$ cat config.mk
export PLATFORM = sky130hd
export DESIGN_NAME = cmp_pwm_timer
export DESIGN_NICKNAME = d
export VERILOG_FILES = /design/src/rtl/timer_pkg.sv /design/src/rtl/tmr_counter.sv /design/src/rtl/tmr_match.sv /design/src/rtl/tmr_pin.sv /design/src/rtl/cmp_pwm_timer.sv
export SDC_FILE = /design/constraint.sdc
export NUM_CORES = 1
export LEC_CHECK = 0
export CORE_UTILIZATION = 38
export CTS_BUF_LIST = sky130_fd_sc_hd__clkbuf_4
export CTS_CLUSTER_SIZE = 40
export DETAILED_ROUTE_END_ITERATION = 12
export DONT_BUFFER_PORTS = 1
export HOLD_SLACK_MARGIN = 0.08
export SYNTH_ARGS = -nofsm -noshare
export SYNTH_HDL_FRONTEND = slang
export SYNTH_SLANG_ARGS = --single-unit
$ cat constraint.sdc
create_clock -name clk -period 3.25 [get_ports clk]
set_clock_uncertainty 0.1 [all_clocks]
set_input_delay 0.65 -clock clk [delete_from_list [all_inputs] [get_ports clk]]
set_output_delay 0.65 -clock clk [all_outputs]
set_load 0.1 [all_outputs]
$ cat src/rtl/timer_pkg.sv
package timer_pkg;
  typedef enum logic [1:0] {
    MODE_CMP = 2'b00,
    MODE_RSV = 2'b01,
    MODE_PWM = 2'b10,
    MODE_TMR = 2'b11
  } tmr_mode_e;

  localparam logic [1:0] ACT_KEEP = 2'b00;
  localparam logic [1:0] ACT_LOW  = 2'b01;
  localparam logic [1:0] ACT_HIGH = 2'b10;
  localparam logic [1:0] ACT_TOG  = 2'b11;
endpackage

$ cat src/rtl/tmr_counter.sv
module tmr_counter #(
  parameter int CNT_W = 10
) (
  input  logic             clk,
  input  logic             rst_n,
  input  logic             run,
  input  logic             tick,
  input  logic             clr,
  output logic [CNT_W-1:0] cnt
);
  logic [CNT_W-1:0] cnt_d;
  logic [CNT_W-1:0] cnt_q;

  always_comb begin
    cnt_d = cnt_q;
    if (!run) begin
      cnt_d = '0;
    end else if (tick) begin
      if (clr) cnt_d = '0;
      else     cnt_d = cnt_q + CNT_W'(1);
    end
  end

  always_ff @(posedge clk or negedge rst_n) begin
    if (!rst_n) cnt_q <= '0;
    else        cnt_q <= cnt_d;
  end

  assign cnt = cnt_q;
endmodule

$ cat src/rtl/tmr_match.sv
module tmr_match #(
  parameter int CNT_W = 10,
  parameter int PER_W = 3
) (
  input  logic [CNT_W-1:0] cnt,
  input  logic [PER_W-1:0] per_val,
  input  logic [CNT_W-1:0] cmpa_val,
  output logic             a_eq,
  output logic             p_eq,
  output logic [CNT_W-1:0] p_top
);
  localparam int SHIFT = CNT_W - PER_W;

  // P boundary: the last count before the top bits would reach per_val.
  // A zero code wraps to the full-scale count.
  assign p_top = {per_val, {SHIFT{1'b0}}};
  assign p_eq  = (cnt == (p_top - CNT_W'(1)));
  assign a_eq  = (cnt == cmpa_val);
endmodule

$ cat src/rtl/tmr_pin.sv
module tmr_pin
  import timer_pkg::*;
#(
  parameter int CNT_W = 10
) (
  input  logic             clk,
  input  logic             rst_n,
  input  tmr_mode_e        mode,
  input  logic [1:0]       pin_act,
  input  logic             init_lvl,
  input  logic             pol_inv,
  input  logic             swap_src,
  input  logic             run,
  input  logic             run_rise,
  input  logic             tick,
  input  logic             a_eq,
  input  logic [CNT_W-1:0] cnt,
  input  logic [CNT_W-1:0] cmpa_val,
  input  logic [CNT_W-1:0] p_top,
  output logic             pin_out
);
  logic             raw_d;
  logic             raw_q;
  logic             out_mode;
  logic [CNT_W-1:0] duty;
  logic             pwm_lvl;

  assign out_mode = (mode == MODE_CMP) || (mode == MODE_PWM);
  assign duty     = swap_src ? p_top : cmpa_val;
  assign pwm_lvl  = (cnt < duty);

  always_comb begin
    raw_d = raw_q;
    if (!out_mode) begin
      raw_d = init_lvl;
    end else if (run_rise) begin
      raw_d = init_lvl;
    end else if (run) begin
      if (mode == MODE_CMP) begin
        if (tick && a_eq) begin
          case (pin_act)
            ACT_LOW:  raw_d = 1'b0;
            ACT_HIGH: raw_d = 1'b1;
            ACT_TOG:  raw_d = ~raw_q;
            default:  raw_d = raw_q;
          endcase
        end
      end else begin
        case (pin_act)
          2'b00:   raw_d = 1'b0;
          2'b01:   raw_d = 1'b1;
          2'b10:   raw_d = pwm_lvl;
          default: raw_d = 1'b0;
        endcase
      end
    end
  end

  always_ff @(posedge clk or negedge rst_n) begin
    if (!rst_n) raw_q <= 1'b0;
    else        raw_q <= raw_d;
  end

  assign pin_out = raw_q ^ (pol_inv & out_mode);
endmodule

$ cat src/rtl/cmp_pwm_timer.sv
module cmp_pwm_timer
  import timer_pkg::*;
#(
  parameter int CNT_W = 10,
  parameter int PER_W = 3
) (
  input  logic             clk,
  input  logic             rst_n,
  input  logic             tick,
  input  logic             run,
  input  logic [1:0]       mode,
  input  logic [1:0]       pin_act,
  input  logic             init_lvl,
  input  logic             pol_inv,
  input  logic             swap_src,
  input  logic             clr_sel,
  input  logic [PER_W-1:0] per_val,
  input  logic [CNT_W-1:0] cmpa_val,
  output logic             pin_out,
  output logic             a_hit,
  output logic             p_hit
);
  tmr_mode_e        mode_e;
  logic [CNT_W-1:0] cnt_q;
  logic [CNT_W-1:0] p_top;
  logic             a_eq;
  logic             p_eq;
  logic             clr;
  logic             use_a;
  logic             run_d;
  logic             run_rise;
  logic             a_hit_d, a_hit_q;
  logic             p_hit_d, p_hit_q;

  assign mode_e   = tmr_mode_e'(mode);
  assign use_a    = (mode_e == MODE_PWM) ? swap_src : clr_sel;
  assign clr      = use_a ? a_eq : p_eq;
  assign run_rise = run & ~run_d;
  assign a_hit_d  = run & tick & a_eq;
  assign p_hit_d  = run & tick & p_eq;

  always_ff @(posedge clk or negedge rst_n) begin
    if (!rst_n) begin
      run_d   <= 1'b0;
      a_hit_q <= 1'b0;
      p_hit_q <= 1'b0;
    end else begin
      run_d   <= run;
      a_hit_q <= a_hit_d;
      p_hit_q <= p_hit_d;
    end
  end

  tmr_counter #(.CNT_W(CNT_W)) cnt_i (
    .clk  (clk),
    .rst_n(rst_n),
    .run  (run),
    .tick (tick),
    .clr  (clr),
    .cnt  (cnt_q)
  );

  tmr_match #(.CNT_W(CNT_W), .PER_W(PER_W)) match_i (
    .cnt     (cnt_q),
    .per_val (per_val),
    .cmpa_val(cmpa_val),
    .a_eq    (a_eq),
    .p_eq    (p_eq),
    .p_top   (p_top)
  );

  tmr_pin #(.CNT_W(CNT_W)) pin_i (
    .clk     (clk),
    .rst_n   (rst_n),
    .mode    (mode_e),
    .pin_act (pin_act),
    .init_lvl(init_lvl),
    .pol_inv (pol_inv),
    .swap_src(swap_src),
    .run     (run),
    .run_rise(run_rise),
    .tick    (tick),
    .a_eq    (a_eq),
    .cnt     (cnt_q),
    .cmpa_val(cmpa_val),
    .p_top   (p_top),
    .pin_out (pin_out)
  );

  assign a_hit = a_hit_q;
  assign p_hit = p_hit_q;
endmodule

==> impl_metrics.tcl <==
set metrics [dict create \
    outcome "complete, no violations" \
    cts_inserted_buffers 3 \
    clock_sinks 14 \
    io_pins 28 \
    port_buffers 0 \
    p_seq_share_pct 48.5 \
    clock_latency_ps 290 \
    route.vias.total 1051 \
    grt_pass1_wl_mm 4.63 \
    p_leak_nw 0.589 \
    cts-root-buf "clkbuf_4" \
    postSynthCellCount 149 \
    powerDensity_nw_per_um2 275 \
    power.internal_mw 0.259 \
    fmax_ghz 0.415 \
    dpl.hpwl_mm 2.32 \
    synth.area.top_cells "dfrtp_1 27%, ha_1 13%, xnor2_1 8.0%, nand2_1 4.0%, nand2b_1 3.8%" \
    clk_path_buf_depth 2 \
    sw_frac_of_total_pct 31.5 \
    critical-path-slowest-cell "o311ai_4" \
    slew-limit-headroom_pct 42.2 \
    tightest_slew_ps 867 \
    ys_seq_elements 14 \
    syn_area_sq_um 1310 \
    synth_top_family_by_area "simple AND/OR/NAND/NOR gates" \
    required_ps 3330 \
    synth_compound_area_share_pct 13.9 \
    synth_warnings 0 \
    critPathMaxFanout 16 \
    peakVddDrop_mv 0.136 \
    cts_setup_buffers 0 \
    fin_ws_ps 840 \
    viasPerCell 5.47 \
    syn_nets 188 \
    gp_congestion 0.771 \
    die_w_um 60.6 \
    slew_violations 0 \
    maxCapViolCount 0 \
    endpoint_kind "flop" \
    drive_gt1_share_pct 6.76 \
    htree_levels 1 \
    path_clk_slew_ps 80 \
    grt_setup_unrepaired "no" \
    critical_path_class "reg2reg" \
    antenna_left 0 \
    rows 20 \
    synthArstFlopShare_pct 100 \
    wl_per_cell_um 15.0 \
    synth_top_cell_by_area "dfrtp_1" \
    clkPwrFrac_pct 27.0 \
    ctsHoldBuffers 1 \
    multiInputGateArea_sq_um 892 \
    dieArea_sq_um 3680 \
    fin_crit_sh_pct 74.2 \
    hold_violations 0 \
    drc 0 \
    grt_max_degree 17 \
    seqCellArea_sq_um 350 \
    cts_tree "built" \
    arrival_ps 2490 \
    p_sw_mw 0.119 \
    synthMuxAreaShare_pct 3.07 \
    core_area_sq_um 3150 \
    grt_pass1_vias 1051 \
    track_usage_pct 17.7 \
    synth_edf_count 0 \
    first_iter_violations 37 \
    ys_seq_area_share_pct 26.8 \
    yosysUniqueCellTypes 39 \
    grt_antenna_before_repair 0 \
    setup-violations-final 0 \
    die_h_um 60.6 \
    wl_mm 2.88 \
    power_frac_comb_pct 24.5 \
    slowest_delay_ps 640 \
    post-place-ws_ps 694 \
    synthAdderAreaFrac_pct 13.4 \
    synthSimpleGateAreaFrac_pct 25.4 \
    yosysTopAreaCellShare_pct 26.8 \
    worst-path-buf-inv 0 \
    start_kind "flop" \
    fillers 329 \
    n_antenna_cell 0 \
    dp_cells 188 \
    path_cells "xor2_2 > nor4_2 > nand3_2 > o311ai_4 > nor3_1 > a211o_1" \
    final.setup.tns_ps 0 \
    path_delay_family "compound AO/OA/AOI/OAI gates" \
    period_minus_slack_ps 2410 \
    cts-resized-gates 0 \
    ys.flop_type "dfrtp_1" \
    first_pass_iters 4 \
    stdcell_count 192 \
    yosys.area_share.xor_xnor_pct 12.0 \
    avgSynthCellArea_sq_um 8.77 \
    hp-class "in2reg" \
    num-nets-final 189 \
    fin_worst_hold_slack_ps 284 \
    grt.overflow.total 0 \
    syn2layout_area_growth_pct 4.98 \
    initial_utilization_pct 41.4 \
]
-- worst paths after layout --
path / from / to / slack (ps) / cells after the start
setup / recovery: cnt_i.cnt[8] / cnt_i.cnt[5] / 840 / 6
hold / removal: run / run_d / 280 / 0
setup reg to reg: cnt_i.cnt[8] / cnt_i.cnt[5] / 840 / 6
hold reg to reg: pin_i.raw_q / pin_i.raw_q / 510 / 2
max in group asynchronous: rst_n / cnt_i.cnt[5] / 1880 / 1
min in group asynchronous: rst_n / cnt_i.cnt[1] / 740 / 1
-- cells in the mapped netlist (3+ instances only) --
cell type / instances
nor2_1: 9
nand2_1: 14
ha_1: 14
xnor2_1: 12
or3_1: 3
dfrtp_1: 14
nand3_1: 6
clkbuf_1: 3
nor3_1: 4
nand2b_1: 8
nand4_1: 4
xor2_1: 4
o21ai_1: 4
inv_1: 9
nor2b_1: 4
nor4_1: 3
mux2i_1: 4
-- power by group through the flow --
| stage | Clock (mW) | Sequential [mW] | Combinational, mW |
|---|---|---|---|
| detailed placement | 0 | 0.187 | 0.0887 |
| finish | 0.102 | 0.183 | 0.0925 |
| CTS | 0.107 | 0.183 | 0.0939 |
| global route | 0.114 | 0.184 | 0.103 |
| global placement | 0 | 0.186 | 0.0874 |
| floorplan | 0 | 0.185 | 0.0748 |
-- cell families (layout without fill, tap and decap cells) --
family | count (synthesis) | count (layout)
simple gates | 62 | 62
compound gates | 23 | 23
xor+xnor | 17 | 17
buf+inv | 15 | 14
fa+ha+maj | 14 | 14
flops | 14 | 14
mux | 4 | 4
-- routing by layer --
metal / up-vias / wire (um) / track usage, %
met5: - / 0 / 0
met4: 0 / 36 / 6.82
met3: 4 / 171 / 5.76
met2: 22 / 1460 / 31.9
met1: 503 / 1210 / 19.2
li1: 522 / - / -
-- cell usage in the layout (no fill, tap or decap), types with 2 or more instances in the layout --
cell	n
nor3_1	4
nor4_1	3
nand2_1	14
nand2b_1	8
inv_1	9
and3_1	2
o21ai_0	2
xnor2_1	11
clkbuf_4	3
nand4_1	4
o211ai_1	2
ha_1	14
o2bb2ai_1	2
a21oi_1	2
a211o_1	2
dfrtp_1	14
nor2b_1	4
mux2i_1	4
o21bai_1	2
nor2_1	9
or3_1	3
nand3_1	6
xor2_1	4
o21ai_1	4
-- through the flow --
stage,util [%],power [mW],cell area [sq um]
floorplan,-,0.260,1310
global placement,42.5,0.274,1340
detailed placement,42.5,0.276,1340
CTS,43.5,0.384,1370
global route,43.5,0.401,1370
finish,43.5,0.378,1370
-- cell type report --
| cell class | count | area share [%] |
|---|---|---|
| tap | 44 | 4.01 |
| clock buffer | 3 | 1.64 |
| multi-input combinational | 120 | 65.1 |
| inverter | 9 | 2.46 |
| sequential | 14 | 25.5 |
| timing repair buffer | 2 | 1.28 |
-- sequential cells by signal, indices dropped and copies added, names as in the netlist --
register / count
cnt_i.cnt: 10
a_hit: 1
p_hit: 1
pin_i.raw_q: 1
run_d: 1
(Power assumes the default switching activity.)
